**src/rtl/od_pkg.sv**
```systemverilog
package od_pkg;
    localparam int CNT_W   = 6;
    localparam int PRED_W  = 3;
    localparam int OP_W    = 3;
    localparam int INSTR_W = 2 + 1 + 1 + PRED_W + OP_W + CNT_W;

    typedef enum logic [1:0] {
        K_MOVE  = 2'd0,
        K_SET   = 2'd1,
        K_SHIFT = 2'd2,
        K_TOKEN = 2'd3
    } kind_e;

    typedef enum logic [OP_W-1:0] {
        OP_NONE    = 3'd0,
        OP_OLC_LD  = 3'd1,
        OP_OLC_DEC = 3'd2,
        OP_ILC_LD  = 3'd3,
        OP_FLAGS   = 3'd4
    } setop_e;

    typedef struct packed {
        kind_e              kind;
        logic               one_shot;
        logic               intr;
        logic [PRED_W-1:0]  pred;
        logic [OP_W-1:0]    op;
        logic [CNT_W-1:0]   imm;
    } instr_t;
endpackage

```
**src/rtl/od_pred.sv**
```systemverilog
module od_pred
    import od_pkg::*;
(
    input  logic [PRED_W-1:0] pred_i,
    input  logic              olc_nz_i,
    input  logic              flag_a_i,
    input  logic              flag_b_i,
    output logic              hit_o
);
    always_comb begin
        case (pred_i)
            3'b000:  hit_o = olc_nz_i & ~flag_a_i;
            3'b001:  hit_o = olc_nz_i &  flag_a_i;
            3'b010:  hit_o = olc_nz_i & ~flag_b_i;
            3'b011:  hit_o = olc_nz_i &  flag_b_i;
            3'b101:  hit_o = ~olc_nz_i;
            3'b110:  hit_o = olc_nz_i;
            3'b111:  hit_o = 1'b1;
            default: hit_o = 1'b0;
        endcase
    end


    always_comb begin
        never_hit_chk: assert (!(pred_i == 3'b100 && hit_o));
    end
endmodule

```
**src/rtl/od_torp.sv**
```systemverilog
module od_torp (
    input  logic clk,
    input  logic rst_n,
    input  logic arrive_i,
    input  logic consume_i,
    output logic pending_o
);
    logic pend_d, pend_q;

    always_comb begin
        pend_d = (pend_q & ~consume_i) | arrive_i;
    end

    always_ff @(posedge clk) begin
        if (!rst_n) pend_q <= 1'b0;
        else        pend_q <= pend_d;
    end

    assign pending_o = pend_q;


    consume_needs_wait_chk: assert property (@(posedge clk) disable iff (!rst_n)
        consume_i |-> pending_o);

    arrive_latched_chk: assert property (@(posedge clk) disable iff (!rst_n)
        arrive_i |=> pending_o);
endmodule

```
**src/rtl/od_exec.sv**
```systemverilog
module od_exec
    import od_pkg::*;
(
    input  logic               clk,
    input  logic               rst_n,
    input  logic               in_valid_i,
    input  logic [INSTR_W-1:0] in_instr_i,
    output logic               in_ready_o,
    input  logic               torp_i,
    output logic               rq_valid_o,
    output logic [INSTR_W-1:0] rq_instr_o,
    input  logic               rq_ready_i,
    output logic               exec_o,
    output logic [CNT_W-1:0]   olc_o,
    output logic [CNT_W-1:0]   ilc_o,
    output logic               olc_zero_o
);
    typedef struct packed {
        logic             od_v;
        logic             wait_ph;
        instr_t           od;
        logic [CNT_W-1:0] olc;
        logic [CNT_W-1:0] ilc;
        logic             fa;
        logic             fb;
        logic             exec;
        logic             rq;
    } st_t;

    st_t  s_d, s_q;
    logic hit, torp_pend, take_torp, tok_arrive, eval_ph, olc_nz;

    assign olc_nz  = (s_q.olc != '0);
    assign eval_ph = s_q.od_v & ~s_q.wait_ph;

    od_pred u_pred (
        .pred_i   (s_q.od.pred),
        .olc_nz_i (olc_nz),
        .flag_a_i (s_q.fa),
        .flag_b_i (s_q.fb),
        .hit_o    (hit)
    );

    assign take_torp  = eval_ph & (s_q.od.kind == K_MOVE) & s_q.od.intr & hit & torp_pend;
    assign tok_arrive = eval_ph & (s_q.od.kind == K_TOKEN);

    od_torp u_torp (
        .clk       (clk),
        .rst_n     (rst_n),
        .arrive_i  (torp_i | tok_arrive),
        .consume_i (take_torp),
        .pending_o (torp_pend)
    );

    always_comb begin
        s_d      = s_q;
        s_d.exec = 1'b0;
        if (!s_q.od_v) begin
            if (in_valid_i) begin
                s_d.od_v    = 1'b1;
                s_d.wait_ph = 1'b0;
                s_d.od      = instr_t'(in_instr_i);
            end
        end else if (!s_q.wait_ph) begin
            s_d.wait_ph = 1'b1;
            if (s_q.od.kind != K_TOKEN) begin
                s_d.rq = ~s_q.od.one_shot & olc_nz;
                if (hit) begin
                    if (take_torp) begin
                        s_d.olc = '0;
                        s_d.ilc = CNT_W'(1);
                    end else begin
                        s_d.exec = 1'b1;
                        if (s_q.od.kind == K_SET) begin
                            case (s_q.od.op)
                                OP_OLC_LD:  s_d.olc = s_q.od.imm;
                                OP_OLC_DEC: s_d.olc = olc_nz ? s_q.olc - CNT_W'(1) : '0;
                                OP_ILC_LD:  s_d.ilc = s_q.od.imm;
                                OP_FLAGS: begin
                                    s_d.fa = s_q.od.imm[0];
                                    s_d.fb = s_q.od.imm[1];
                                end
                                default: ;
                            endcase
                        end
                    end
                end
            end
        end else if (!s_q.rq || rq_ready_i) begin
            s_d.rq   = 1'b0;
            s_d.od_v = 1'b0;
        end
    end

    always_ff @(posedge clk) begin
        if (!rst_n) s_q <= '0;
        else        s_q <= s_d;
    end

    assign in_ready_o = ~s_q.od_v;
    assign rq_valid_o = s_q.rq;
    assign rq_instr_o = s_q.od;
    assign exec_o     = s_q.exec;
    assign olc_o      = s_q.olc;
    assign ilc_o      = s_q.ilc;
    assign olc_zero_o = ~olc_nz;


    exec_single_chk: assert property (@(posedge clk) disable iff (!rst_n)
        exec_o |=> !exec_o);

    rq_hold_chk: assert property (@(posedge clk) disable iff (!rst_n)
        (rq_valid_o && !rq_ready_i) |=> (rq_valid_o && $stable(rq_instr_o)));

    no_accept_pending_chk: assert property (@(posedge clk) disable iff (!rst_n)
        rq_valid_o |-> !in_ready_o);

    torp_clears_chk: assert property (@(posedge clk) disable iff (!rst_n)
        take_torp |=> (olc_o == '0 && ilc_o == CNT_W'(1) && !exec_o));

    false_pred_quiet_chk: assert property (@(posedge clk) disable iff (!rst_n)
        (eval_ph && !hit) |=> (!exec_o && $stable(olc_o) && $stable(ilc_o)));
endmodule

```
**config.mk**
```make
export PLATFORM = sky130hd
export DESIGN_NAME = od_exec
export DESIGN_NICKNAME = d
export VERILOG_FILES = /design/src/rtl/od_pkg.sv /design/src/rtl/od_pred.sv /design/src/rtl/od_torp.sv /design/src/rtl/od_exec.sv
export SDC_FILE = /design/constraint.sdc
export NUM_CORES = 1
export LEC_CHECK = 0
export BUFFER_PORTS_ARGS = -buffer_cell sky130_fd_sc_hd__buf_2
export CORE_MARGIN = 1
export CORE_UTILIZATION = 40
export DETAILED_ROUTE_END_ITERATION = 12
export PLACE_DENSITY_LB_ADDON = 0.2
export SETUP_SLACK_MARGIN = 0.15
export SYNTH_ARGS = -nofsm -noshare
export SYNTH_HDL_FRONTEND = slang
export SYNTH_SLANG_ARGS = --single-unit
```
**constraint.sdc**
```tcl
create_clock -name clk -period 2.75 [get_ports clk]
set_input_delay 0.4125 -clock clk [delete_from_list [all_inputs] [get_ports clk]]
set_output_delay 0.4125 -clock clk [all_outputs]
set_load 0.01 [all_outputs]
```
# Yosys cells after proc, flatten, opt, wreduce, memory -nomap -nowiden
# Cells that the tools add are included.
[op_classes] addsub=1 eq_ne=14 mux=15 n_bitwise=24 n_reduce_logical=16
[ops] cell="$mux W18" count=1
[ops] cell="$mux W14" count=1
[ops] cell="$and A1 B1 Y1" count=12
[ops] cell="$eq A3 B2 Y1 const B" count=4
[ops] cell="$eq A3 B3 Y1 const B" count=4
[ops] cell="$mux W12" count=1
[ops] cell="$mux W6" count=2
[ops] cell="$pmux W6 S2" count=1
[ops] cell="$reduce_and A6 Y1" count=2
[ops] cell="$not A1 Y1" count=10
[ops] cell="$reduce_bool A2 Y1" count=4
[ops] cell="$pmux W1 S7" count=1
[ops] cell="$reduce_and A7 Y1" count=1
[ops] cell="$eq A3 B1 Y1 const B" count=2
[ops] cell="$reduce_bool A6 Y1" count=1
[ops] cell="$sub A6 B1 Y6 const B" count=1
[ops] cell="$mux W1" count=5
[ops] cell="$reduce_or A5 Y1" count=1
[ops] cell="$mux W2" count=2
[ops] cell="$logic_not A3 Y1" count=1
[ops] cell="$mux W3" count=1
[ops] cell="$reduce_and A3 Y1" count=1
[ops] cell="$reduce_bool A3 Y1" count=1
[ops] cell="$eq A2 B1 Y1 const B" count=1
[ops] cell="8 further kinds" count=9
[word_totals] ff_bits=35 input_bits=21 out_inout_bits=32 wordCells=85

# Logic depth before layout (Yosys ltp)
[logic_depth] ltp_word=9 ltp_mapped=8 mapped_depth_nobuf=7

# Hierarchy
# Synthesis repeated with hierarchy kept, for this count alone.
[hier_totals] hier_cells=236 hier_area_um2=1996.9
[by_module_without_submodules] module="od_exec" instances=1 cells_each=224 area_per_inst_um2=1889.3 seq_area_each_um2=680.7
[by_module_without_submodules] module="od_pred" instances=1 cells_each=9 area_per_inst_um2=66.3 seq_area_each_um2=0.0
[by_module_without_submodules] module="od_torp" instances=1 cells_each=3 area_per_inst_um2=41.3 seq_area_each_um2=20.0

# Worst setup path before layout
# Ideal clock, no wire load.
[synth_timing] kind="register to register" from="register s_q (netlist bit olc_o[0])" to="register s_q (netlist bit ilc_o[0])" setup_time_ns=0.089 t_arrival_ns=2.142 required_ns=2.661 setup_slack_ns=0.519 path_stages_with_launch=9 n_path_buf=1 period_less_slack_ns=2.231 path_cell_list="dfxtp_1 -> inv_1 -> ha_1 -> or3b_4 -> nor3_4 -> nand4_4 -> a221o_1 -> buf_6 -> a221oi_4"
[synth_via] elab_chain_cells=7 elab_cells_between_ends=13 classes_between="2 x mux; 7 x bitwise; 4 x reduce/logical"
[synth_lines] item="from (decl)" line="od_exec.sv:30" text="st_t s_d, s_q;"
[synth_lines] item="from (signal assigned)" line="od_exec.sv:96" text="if (!rst_n) s_q <= '0;"
[synth_lines] item="from (signal assigned)" line="od_exec.sv:97" text="else s_q <= s_d;"
[synth_lines] item="$reduce_bool A6 Y1 *" line="od_exec.sv:33" text="assign olc_nz = (s_q.olc != '0);"
[synth_lines] item="$not A1 Y1 *"
[synth_lines] item="via olc_zero_o" line="od_exec.sv:16" text="output logic olc_zero_o"
[synth_lines] item="$pmux W1 S7 *" line="od_pred.sv:11" text="case (pred_i)"
[synth_lines] item="$and A1 B1 Y1 (2 in a row)" line="od_exec.sv:44" text="assign take_torp = eval_ph & (s_q.od.kind == K_MOVE) & s_q.od.intr & hit & torp_pend;"
[synth_lines] item="$reduce_bool A2 Y1 (no line)"
[synth_lines] item="$reduce_and A6 Y1 (no line)"
# The timed path passes the listed nets; every way through them passes the cells marked *.
# A chain may end at the register's enable or synchronous reset.

# Worst setup path in the final report
[layout_timing] from="register s_q (netlist bit olc_o[0])" to="register s_q (netlist bit ilc_o[0])"
[layout_via] elab_chain_cells=7 elab_cells_between_ends=13 classes_between="2 x mux; 7 x bitwise; 4 x reduce/logical"
[layout_lines] item="$reduce_bool A6 Y1 *" line="od_exec.sv:33"
[layout_lines] item="$and A1 B1 Y1, or another cell as far along" line="od_pred.sv:15" text="3'b011: hit_o = olc_nz_i & flag_b_i;"
[layout_lines] item="$pmux W1 S7 *" line="od_pred.sv:11"
[layout_lines] item="$and A1 B1 Y1 (2 in a row)" line="od_exec.sv:44"
[layout_lines] item="$reduce_bool A2 Y1 (no line)"
[layout_lines] item="$reduce_and A6 Y1 (no line)"
# Every way passes the cells marked *; elsewhere a longest branch is shown, timed or not.

==> results by group <==
GRT
  • Met2 GRT Util: 26.2%
  • Antenna violations before repair: 0
  • First-pass GRT wire length: 7.01 mm
  • Met1 Resource Use GR: 25.0%
  • Gr busiest metal: met2
  • GR Util met3: 3.94%
  • Vias in the first global route: 1459
  • Largest net degree at the start of global routing: 19
  • Total Routing Usage GR: 17.8%
  • Gr ovfl total: 0

Synthesis
  • Register area share after synthesis: 36.5%
  • Synth Warn #: 0
  • Top cell type's share of synthesized area: 36.5%
  • Synth Instances: 235
  • Top post-synthesis cells by area: dfxtp_1 36%, nand2_1 12%, buf_4 11%, mux2i_1 6.8%, a21oi_1 5.7%
  • Synth Flop Type: dfxtp_1
  • Synth Cell Area: 1920 µm²
  • Fraction of registers with async set/reset: 0%
  • Syn_area_per_cell: 8.17 µm²
  • Number of library cell types mapped by synthesis: 41
  • #FFs+latches synth: 35
  • Top cells by count, synth: 59 x nand2_1, 35 x dfxtp_1, 28 x buf_4
  • Most numerous cell in the Yosys netlist: nand2_1
  • Synth Net Count: 257
  • Synth area leader: dfxtp_1
  • EDFF count, synth: 0

Routing
  • Routed wire length: 4.15 mm
  • DR DRC count: 2
  • Detail Route Antenna Nets: 0
  • Via density: 5.03
  • Initial DRC count: 45
  • First-pass DRT Iterations: 8
  • Routed length per instance: 13.3 µm
  • Via count: 1563

Clock tree
  • Root Buffer: clkbuf_8
  • Clock tree buffer depth: 2
  • Cts bufs inserted: 5
  • Worst-path clk slew: 0.07 ns
  • Clk_lat worst skew: 0.29 ns
  • Sink Count: 35
  • CTS Hold Bufs: 0
  • Total setup buffers inserted after CTS: 0
  • CTS tree: done
  • Cts repair resizes: 0
  • CTS H-Tree Depth: 2

Finish
  • Register area: 701 µm²
  • Diode count: 0
  • Layout cells sized above 1: 27.8%
  • Nets: 280
  • Synth-to-Final Area Change: 10.7%
  • Fin util: 47.5%
  • # fillers: 446
  • Area of the multi-input gates: 933 µm²

Die
  • Die X: 71.3 µm
  • Initial Util: 42.9%
  • Ports: 53
  • Core Footprint: 4470 µm²
  • Die Footprint: 5080 µm²
  • Die height: 71.3 µm
  • Row count: 24

Power
  • Cell Int Power: 0.000863 W
  • Sw Pwr: 0.000274 W
  • Power density cells: 535 nW/µm²
  • Worst VDD drop: 277 µV
  • Clock power share: 42.2%
  • Flop pwr share: 48.3%
  • Switch share: 24.1%
  • Pleak: 0.936 nW
  • Comb power frac: 9.5%

Setup path
  • Worst EP arrival: 2.64 ns
  • Setup CP Type: register to register
  • CP max FO: 9
  • Worst path required time: 2.95 ns
  • Startpoint types: register
  • Critical path capture point type: register

Timing
  • Final setup violating endpoints: 0
  • RSZ-0062 raised after global routing: no
  • Hold Worst Slack: 0.355 ns
  • Slew Viols, Final: 0
  • Sum Neg Setup Slack: 0 ns
  • Max-slew headroom: 63.8%
  • Final Cycle Share: 88.5%
  • Slew of the pin with the lowest slew margin: 0.542 ns
  • Max Freq: 411 MHz
  • Tmin final: 2.43 ns
  • Final Skew: 0.00320 ns
  • Final Hold Fails: 0

Worst hold path
  • Hold Path Class: input pin to register

Place
  • IO buf count: 52
  • HPWL Detailed: 3.07 mm
  • Placer Congestion: 0.800

Run status
  • Failing checks: DRC
  • Status: finished with violations

Job
  • Maxcap violations: 0
cells by family (layout without fill, tap and decap cells):
logic type	count (synthesis)	in the layout	share of synthesized area [%]
multiplexers	13	13	6.77
adder cells (fa/ha/maj)	1	1	0.651
buffers and inverters	46	70	14.9
AO/OA/AOI/OAI	40	40	14.5
AND/OR/NAND/NOR	97	97	25.3
XOR/XNOR	3	3	1.37
flip-flops	35	35	36.5
registers in the layout (all words and copies together) (netlist names):
register,flops
olc_o,6
s_q,4
u_torp.pending_o,1
rq_valid_o,1
exec_o,1
ilc_o,6
rq_instr_o,16
per-stage QoR:
step | std cells | worst slack, ns | total power, W | instance area, µm²
finish | 311 | 0.316 | 0.00114 | 2130
global route | 311 | 0.171 | 0.00119 | 2130
CTS | 311 | 0.305 | 0.00115 | 2130
detailed placement | 303 | 0.327 | 0.000670 | 2010
global placement | 303 | 0.393 | 0.000670 | 2010
floorplan | 235 | 0.519 | 0.000639 | 1920
power groups by stage:
stage,combinational (W),sequential (W),clock [W]
after floorplan,0.0000884,0.000551,0
after global placement,0.000110,0.000560,0
after detailed placement,0.000109,0.000560,0
after CTS,0.000110,0.000549,0.000493
after global routing,0.000122,0.000552,0.000516
final,0.000109,0.000549,0.000480
final timing paths:
check / startpoint / to / slack, ns / cells after the start
worst min-delay path: in_instr_i[5] / rq_instr_o[5] / 0.36 / 3
worst max register to register: olc_o[0] / ilc_o[0] / 0.32 / 7
worst min register to register: ilc_o[3] / ilc_o[3] / 0.46 / 2
worst max-delay path: olc_o[0] / ilc_o[0] / 0.32 / 7
layout by cell type, fill, tap and decap left out, types with 2 or more instances in the layout:
cell and n:
buf_4 3, mux2i_1 13, clkbuf_8 6, nor2b_1 3, buf_2 52, nand2b_1 3, or4_2 2, a21oi_1 22
o31ai_1 5, nand2_1 59, dfxtp_1 35, nor3b_1 3, o21ai_0 5, nor2_1 5, xnor2_1 2, a221oi_4 2
nand3_1 9, inv_1 6
layout make-up:
class	count	share of cell area, %
tap	52	3.06
multi-input combinational	154	43.9
timing repair buffer	55	13.3
inverter	7	1.24
sequential	35	33.0
clock inverter	2	1.65
clock buffer	6	3.88
routing by layer:
layer | share of wire, % | routed length, µm | vias up
met3 | 4.4 | 184 | 6
met1 | 50 | 2090 | 707
met4 | 1.6 | 66 | 0
li1 | - | - | 813
met5 | 0 | 0 | -
met2 | 44 | 1810 | 37
worst max-delay path, cell delays in order (launching register included):
cell and delay (ns):
dfxtp_1 0.36, inv_1 0.07, ha_1 0.16, or3b_4 0.41
nor3_4 0.36, nand4_4 0.19, a221o_1 0.54, a221oi_4 0.26
(Power assumes the default switching activity.)
